**config.mk**
```make
export PLATFORM = sky130hd
export DESIGN_NAME = arr_readout
export DESIGN_NICKNAME = d
export VERILOG_FILES = /design/src/rtl/arr_ro_pkg.sv /design/src/rtl/rowsum_cell.sv /design/src/rtl/rowsum_chain.sv /design/src/rtl/sel_mask.sv /design/src/rtl/arr_readout.sv
export SDC_FILE = /design/constraint.sdc
export NUM_CORES = 1
export LEC_CHECK = 0
export BUFFER_PORTS_ARGS = -buffer_cell sky130_fd_sc_hd__buf_2
export CORE_MARGIN = 2
export CORE_UTILIZATION = 55
export DETAILED_ROUTE_END_ITERATION = 8
export PLACE_DENSITY = 0.78
export SLEW_MARGIN = 10
export SYNTH_ARGS = -nofsm -noshare
export SYNTH_HDL_FRONTEND = slang
export SYNTH_HIERARCHICAL = 1
export SYNTH_SLANG_ARGS = --single-unit
```
**constraint.sdc**
```tcl
create_clock -name clk -period 12.3 [get_ports clk]
set_input_delay 3.69 -clock clk [delete_from_list [all_inputs] [get_ports clk]]
set_output_delay 3.69 -clock clk [all_outputs]
set_load 0.02 [all_outputs]
```
**src/rtl/arr_ro_pkg.sv**
```systemverilog
// Package: shared codes for the array readout unit.
// Assumes: mode codes above RO_OR are illegal and are ignored by the unit.
package arr_ro_pkg;
    typedef enum logic [2:0] {
        RO_GREY = 3'd0,
        RO_BIN8 = 3'd1,
        RO_SUM  = 3'd2,
        RO_AER  = 3'd3,
        RO_OR   = 3'd4
    } ro_mode_e;

    typedef enum logic [1:0] {
        SEL_ONE  = 2'd0,
        SEL_RECT = 2'd1,
        SEL_PAT  = 2'd2,
        SEL_NONE = 2'd3
    } sel_kind_e;

    typedef enum logic [2:0] {
        ST_IDLE,
        ST_ONE,
        ST_SUMLD,
        ST_SUMB,
        ST_SCAN,
        ST_AERY,
        ST_FIN
    } ro_state_e;
endpackage

```
**src/rtl/rowsum_cell.sv**
```systemverilog
// Module: one cell of a row adder chain.
// Takes the partial sum from its west neighbour, adds its own grey value
// and passes the result to its east neighbour.
// Assumes: SW is at least 8 and wide enough for a whole row.
module rowsum_cell #(
    parameter int SW = 13
) (
    input  logic [SW-1:0] west_in,
    input  logic [7:0]    px,
    output logic [SW-1:0] east_out
);
    // Add this cell's value onto the incoming partial sum.
    always_comb east_out = west_in + SW'(px);
endmodule

```
**src/rtl/rowsum_chain.sv**
```systemverilog
// Module: west-to-east adder chain across one row of cells.
// The row result appears at the east end of the chain.
// Assumes: row_px holds column c in bits [8c+7:8c].
module rowsum_chain #(
    parameter int COLS = 8,
    parameter int SW   = 13
) (
    input  logic [COLS*8-1:0] row_px,
    output logic [SW-1:0]     east_sum
);
    logic [SW-1:0] link [COLS+1];

    assign link[0] = '0;

    for (genvar c = 0; c < COLS; c++) begin : g_cell
        rowsum_cell #(.SW(SW)) cell_i (
            .west_in  (link[c]),
            .px       (row_px[c*8 +: 8]),
            .east_out (link[c+1])
        );
    end

    assign east_sum = link[COLS];
endmodule

```
**src/rtl/sel_mask.sv**
```systemverilog
// Module: builds the per-pixel selection mask for the OR reduction.
// Kinds: a single address, an inclusive rectangle, a free mask, or nothing.
// Assumes: bit y*COLS+x of the mask belongs to pixel (x,y).
module sel_mask
    import arr_ro_pkg::*;
#(
    parameter int COLS = 8,
    parameter int ROWS = 4,
    parameter int XW   = 3,
    parameter int YW   = 2
) (
    input  logic [1:0]         kind,
    input  logic [XW-1:0]      x0,
    input  logic [YW-1:0]      y0,
    input  logic [XW-1:0]      x1,
    input  logic [YW-1:0]      y1,
    input  logic [ROWS*COLS-1:0] pattern,
    output logic [ROWS*COLS-1:0] mask
);
    for (genvar gy = 0; gy < ROWS; gy++) begin : g_row
        for (genvar gx = 0; gx < COLS; gx++) begin : g_col
            localparam logic [XW-1:0] XC = XW'(gx);
            localparam logic [YW-1:0] YC = YW'(gy);
            // Decide whether pixel (gx,gy) belongs to the group.
            always_comb begin
                unique case (sel_kind_e'(kind))
                    SEL_ONE:  mask[gy*COLS+gx] = (x0 == XC) && (y0 == YC);
                    SEL_RECT: mask[gy*COLS+gx] = (XC >= x0) && (XC <= x1) &&
                                                 (YC >= y0) && (YC <= y1);
                    SEL_PAT:  mask[gy*COLS+gx] = pattern[gy*COLS+gx];
                    default:  mask[gy*COLS+gx] = 1'b0;
                endcase
            end
        end
    end
endmodule

```
**src/rtl/arr_readout.sv**
```systemverilog
// Module: readout unit for a pixel array, with one byte output port.
// Modes: one grey pixel, eight packed binary pixels, the global grey sum
// (row chains plus a periphery adder into a sum register), an address-event
// coordinate stream, and an OR over a selected group of pixels.
// Assumes: COLS and ROWS are each at most 256, addresses lie inside the
// array, and start is honoured only while idle with a legal mode code.
module arr_readout
    import arr_ro_pkg::*;
#(
    parameter int COLS = 8,
    parameter int ROWS = 4
) (
    input  logic                   clk,
    input  logic                   rst_n,
    input  logic                   start,
    input  logic [2:0]             mode,
    input  logic [1:0]             sel_kind,
    input  logic [((COLS>1)?$clog2(COLS):1)-1:0] x0,
    input  logic [((ROWS>1)?$clog2(ROWS):1)-1:0] y0,
    input  logic [((COLS>1)?$clog2(COLS):1)-1:0] x1,
    input  logic [((ROWS>1)?$clog2(ROWS):1)-1:0] y1,
    input  logic [ROWS*COLS-1:0]   pattern,
    input  logic [ROWS*COLS*8-1:0] pix_grey,
    input  logic [ROWS*COLS-1:0]   pix_bin,
    output logic [7:0]             out_byte,
    output logic                   out_valid,
    output logic                   done,
    output logic                   busy
);
    localparam int N         = ROWS * COLS;
    localparam int XW        = (COLS > 1) ? $clog2(COLS) : 1;
    localparam int YW        = (ROWS > 1) ? $clog2(ROWS) : 1;
    localparam int MAXSUM    = 255 * N;
    localparam int SW        = $clog2(MAXSUM + 1);
    localparam int SUM_BYTES = (SW + 7) / 8;
    localparam int SBW       = (SUM_BYTES > 1) ? $clog2(SUM_BYTES) : 1;

    ro_state_e           state_q;
    logic [N*8-1:0]      grey_q;
    logic [N-1:0]        bin_q;
    logic [N-1:0]        pat_q;
    ro_mode_e            mode_q;
    logic [1:0]          kind_q;
    logic [XW-1:0]       x0_q, x1_q, sx_q;
    logic [YW-1:0]       y0_q, y1_q, sy_q;
    logic [SW-1:0]       sum_q;
    logic [SBW-1:0]      bidx_q;

    logic                accept;
    logic [7:0]          grey_sel;
    logic [7:0]          bin8_sel;
    logic [N-1:0]        mask;
    logic                or_bit;
    logic [SW-1:0]       row_sum [ROWS];
    logic [SW-1:0]       total;
    logic [SUM_BYTES*8-1:0] sum_ext;
    logic                scan_set;
    logic                scan_last;

    // Accept a new operation only from idle with a legal mode code.
    always_comb accept = start && (state_q == ST_IDLE) && (mode <= 3'd4);

    // Pick the addressed grey pixel from the captured frame.
    always_comb begin
        int pidx;
        pidx     = int'(y0_q) * COLS + int'(x0_q);
        grey_sel = grey_q[pidx*8 +: 8];
    end

    // Pack eight binary pixels eastward from the address; past the edge reads 0.
    always_comb begin
        bin8_sel = '0;
        for (int i = 0; i < 8; i++) begin
            int xi;
            xi = int'(x0_q) + i;
            if (xi < COLS) bin8_sel[i] = bin_q[int'(y0_q) * COLS + xi];
        end
    end

    sel_mask #(.COLS(COLS), .ROWS(ROWS), .XW(XW), .YW(YW)) mask_i (
        .kind    (kind_q),
        .x0      (x0_q),
        .y0      (y0_q),
        .x1      (x1_q),
        .y1      (y1_q),
        .pattern (pat_q),
        .mask    (mask)
    );

    // Reduce the selected binary pixels to a single OR bit.
    always_comb or_bit = |(bin_q & mask);

    for (genvar r = 0; r < ROWS; r++) begin : g_rows
        rowsum_chain #(.COLS(COLS), .SW(SW)) chain_i (
            .row_px   (grey_q[r*COLS*8 +: COLS*8]),
            .east_sum (row_sum[r])
        );
    end

    // Add the row results at the periphery.
    always_comb begin
        total = '0;
        for (int r = 0; r < ROWS; r++) total = total + row_sum[r];
    end

    // Widen the sum register to whole bytes for readout.
    always_comb sum_ext = (SUM_BYTES*8)'(sum_q);

    // Look at the captured binary bit under the scan position.
    always_comb begin
        scan_set  = bin_q[int'(sy_q) * COLS + int'(sx_q)];
        scan_last = (sx_q == XW'(COLS - 1)) && (sy_q == YW'(ROWS - 1));
    end

    // Main sequencer: capture on accept, then stream bytes and close with done.
    always_ff @(posedge clk) begin
        if (!rst_n) begin
            state_q   <= ST_IDLE;
            grey_q    <= '0;
            bin_q     <= '0;
            pat_q     <= '0;
            mode_q    <= RO_GREY;
            kind_q    <= '0;
            x0_q      <= '0;
            x1_q      <= '0;
            y0_q      <= '0;
            y1_q      <= '0;
            sx_q      <= '0;
            sy_q      <= '0;
            sum_q     <= '0;
            bidx_q    <= '0;
            out_byte  <= '0;
            out_valid <= 1'b0;
            done      <= 1'b0;
        end else begin
            out_valid <= 1'b0;
            done      <= 1'b0;
            unique case (state_q)
                ST_IDLE: begin
                    if (accept) begin
                        grey_q <= pix_grey;
                        bin_q  <= pix_bin;
                        pat_q  <= pattern;
                        mode_q <= ro_mode_e'(mode);
                        kind_q <= sel_kind;
                        x0_q   <= x0;
                        x1_q   <= x1;
                        y0_q   <= y0;
                        y1_q   <= y1;
                        sx_q   <= '0;
                        sy_q   <= '0;
                        bidx_q <= '0;
                        unique case (ro_mode_e'(mode))
                            RO_SUM:  state_q <= ST_SUMLD;
                            RO_AER:  state_q <= ST_SCAN;
                            default: state_q <= ST_ONE;
                        endcase
                    end
                end
                ST_ONE: begin
                    out_valid <= 1'b1;
                    unique case (mode_q)
                        RO_GREY: out_byte <= grey_sel;
                        RO_BIN8: out_byte <= bin8_sel;
                        default: out_byte <= {7'b0, or_bit};
                    endcase
                    state_q <= ST_FIN;
                end
                ST_SUMLD: begin
                    sum_q   <= total;
                    state_q <= ST_SUMB;
                end
                ST_SUMB: begin
                    out_valid <= 1'b1;
                    out_byte  <= sum_ext[bidx_q*8 +: 8];
                    bidx_q    <= bidx_q + 1'b1;
                    if (int'(bidx_q) == SUM_BYTES - 1) state_q <= ST_FIN;
                end
                ST_SCAN: begin
                    if (scan_set) begin
                        out_valid <= 1'b1;
                        out_byte  <= 8'(sx_q);
                        state_q   <= ST_AERY;
                    end else if (scan_last) begin
                        state_q <= ST_FIN;
                    end else if (sx_q == XW'(COLS - 1)) begin
                        sx_q <= '0;
                        sy_q <= sy_q + 1'b1;
                    end else begin
                        sx_q <= sx_q + 1'b1;
                    end
                end
                ST_AERY: begin
                    out_valid <= 1'b1;
                    out_byte  <= 8'(sy_q);
                    if (scan_last) begin
                        state_q <= ST_FIN;
                    end else begin
                        state_q <= ST_SCAN;
                        if (sx_q == XW'(COLS - 1)) begin
                            sx_q <= '0;
                            sy_q <= sy_q + 1'b1;
                        end else begin
                            sx_q <= sx_q + 1'b1;
                        end
                    end
                end
                ST_FIN: begin
                    done    <= 1'b1;
                    state_q <= ST_IDLE;
                end
                default: state_q <= ST_IDLE;
            endcase
        end
    end

    // Report activity to the host.
    always_comb busy = (state_q != ST_IDLE);
endmodule

```
==> metrics.md <==
| Metric | Value |
|---|---|
| DRC viols | `0` |
| Clock transition at path regs | `0.07 ns` |
| Starting density of the core | `55.4%` |
| Multi-input logic area | `30,700 um^2` |
| WP data required | `12.79 ns` |
| Crit end category | `register` |
| Die area | `73,900 um^2` |
| Largest area contributor in the netlist | `dfxtp_1` |
| Final Setup Violations | `0` |
| Syn Area/Cell | `8.39 um^2` |
| Clock skew | `0.0362 ns` |
| Count leader, synth | `nand2_1` |
| Share of cells above drive strength 1 | `18.9%` |
| Core ar. | `71,200 um^2` |
| Vias in the first global route | `33,800` |
| Initial antenna violation count | `1` |
| Final ANT Viol Nets | `0` |
| CTS tree | `yes` |
| TritonRoute pass-1 iters | `5` |
| Seq cells post-synth | `367` |
| Initial DRC count | `3,155` |
| Final hold vios | `0` |
| Most frequent cells after synthesis | `nand2_1, dfxtp_1, a21boi_1` |
| Cell area after synthesis | `39,400 um^2` |
| Chip height | `272 um` |
| Fmax | `88.0 MHz` |
| Io pins | `349` |
| Relative slew slack | `14.8%` |
| Status | `finished, final reports clean` |
| Syn-to-layout area delta | `8.80%` |
| RR Startpoint | `grey_q[133]` |
| Routed vias/inst | `6.18` |
| Final Max Slew Viols | `0` |
| Synth top area share | `18.6%` |
| Critical-path maximum fanout | `11` |
| Area post-placement | `41,400 um^2` |
| Total number of yosys warnings | `6` |
| First-pass GRT wire length | `180,000 um` |
| Port bufs | `348` |
| CTS Buffer Depth | `3` |
| Min Tclk post-route | `11.36 ns` |
| WL final | `115,000 um` |
| FF-to-FF setup slack | `0.94 ns` |
| Hold slack | `0.452 ns` |
| Crit share post-route | `92.3%` |
| Net count reported at finish | `5,619` |
| Register area | `7360 um^2` |
| Critical-path top delay cell | `nor3b_1` |
| WS Path Type | `register to register` |
| Startpoint of the worst hold path | `sum_q[1]` |
| Floorplan row count | `98` |
| Seq/Total Area, Yosys | `18.6%` |
| Filler instances | `6,308` |
| Die W | `272 um` |
| Max incr delay on CP | `0.87 ns` |
| Post-route cell area | `42,900 um^2` |
| WP buf/inv | `2` |
| Detailed Place HPWL | `88,400 um` |
| Total Routing Usage GR | `30.0%` |
| Largest net degree at the start of global routing | `171` |
| Cts hold-fix bufs | `0` |
| Routability cong. | `0.991` |
| CP Data Arrival Time | `11.85 ns` |
| Total CTS buffers | `43` |
| Crit start category | `register` |
| Setup TNS | `0 ns` |
| Largest delay contributor family on the critical path | `simple AND/OR/NAND/NOR gates` |
| Root Buffer | `clkbuf_16` |
| Final worst slack | `0.942 ns` |
| Clock latency on the worst-skew pair | `0.60 ns` |
| CTS sink cnt | `367` |
| DR WL/cell | `19.4 um` |
| RSZ-0062 raised after global routing | `false` |
| EDFF count, synth | `0` |
| CP startpoint | `grey_q[133]` |
| Post-synth top flop | `dfxtp_1` |
| CTS H-tree lvls | `2` |
| Area contributors post-synth | `dfxtp_1, nand2_1, ha_1, mux4_2, a21boi_1` |
| Async SR Flop Fraction | `0%` |
| Cell count after synthesis | `4,703` |
| Slew @ Worst Pin | `1.28 ns` |
| Vias | `36,600` |
| Max Cap Viol | `0` |
| Pre-CTS setup slack | `1.07 ns` |
| Synth cell types | `85` |
| Tightest Hold Check Type | `register to register` |
| Global route overflow | `0` |
## per-stage QoR
step | cells | util, %
after detailed placement | 5845 | 58.2
after CTS | 5922 | 60.2
after global placement | 5845 | 58.2
after floorplan | 4823 | -
after global routing | 5922 | 60.2
final | 5924 | 60.2
## layer usage
metal,vias up,global-route usage (%),part of all wire (%)
li1,17600,-,-
met2,1288,48.6,45
met1,17400,40.2,43
met4,0,13.3,4.7
met5,-,0,0
met3,256,3.38,7.3
## flip-flops by register name (all words and copies together) (netlist names)
signal / count
state_q: 3
x0_q: 3
kind_q: 2
sx_q: 3
out_valid: 1
y0_q: 2
sy_q: 2
bin_q: 32
done: 1
grey_q: 256
out_byte: 8
bidx_q: 1
pat_q: 32
x1_q: 3
y1_q: 2
sum_q: 13
mode_q: 3
## cells by family (layout without fill, tap and decap cells)
family | Yosys count | count (layout) | share of synthesized area, %
mux | 179 | 179 | 8.73
fa+ha+maj | 341 | 341 | 11.9
compound gates | 1305 | 1305 | 26.0
xor+xnor | 280 | 280 | 6.22
buf+inv | 371 | 520 | 4.79
simple gates | 1856 | 1856 | 23.7
other cells | 4 | 126 | 0.0381
flops | 367 | 367 | 18.6
## cells in the final DEF (no fill, tap or decap), types with 68 or more instances in the layout
master / count
buf_2: 347
a21o_1: 129
o21ai_0: 78
dfxtp_1: 363
nor2_1: 75
xnor2_1: 209
nand3_1: 165
ha_1: 285
a21oi_1: 280
nor3_1: 165
nand4_1: 69
a21boi_1: 340
nand2_1: 1003
conb_1: 124
xor2_1: 71
nand3b_1: 69
mux4_2: 132
inv_1: 68
## worst reg2reg max path: cells and delay by family (launching register included)
kind	cells	cell delay [ns]
buf+inv	2	0.12
fa+ha+maj	6	2.57
xor+xnor	4	0.67
simple gates	12	4.80
mux	3	0.55
compound gates	13	2.27
flops	1	0.32
## area by class of cell
cell class              instances  share of cell area (%)
repair buffers                372                    4.53
well taps                     950                    2.77
clock buffers                  53                    2.71
multi-input cells            4085                    71.5
flip-flops and latches        367                    17.1
diodes                          2                  0.0117
inverters                      71                   0.621
clock inverters                24                   0.688
## final timing paths
kind | end | depth (start not counted)
setup reg to reg | sum_q[12] | 40
setup / recovery | sum_q[12] | 40
hold reg to reg | sum_q[1] | 2
hold / removal | sum_q[1] | 2
## what timing repair did
item	in CTS	in global routing
gates resized for setup	0	3
hold endpoints to repair	0	0
buffers inserted	0	0
endpoints found under the setup margin	0	5
Power is not shown: default switching activity piles up to over one toggle a cycle in this logic, so the estimate is an artifact.
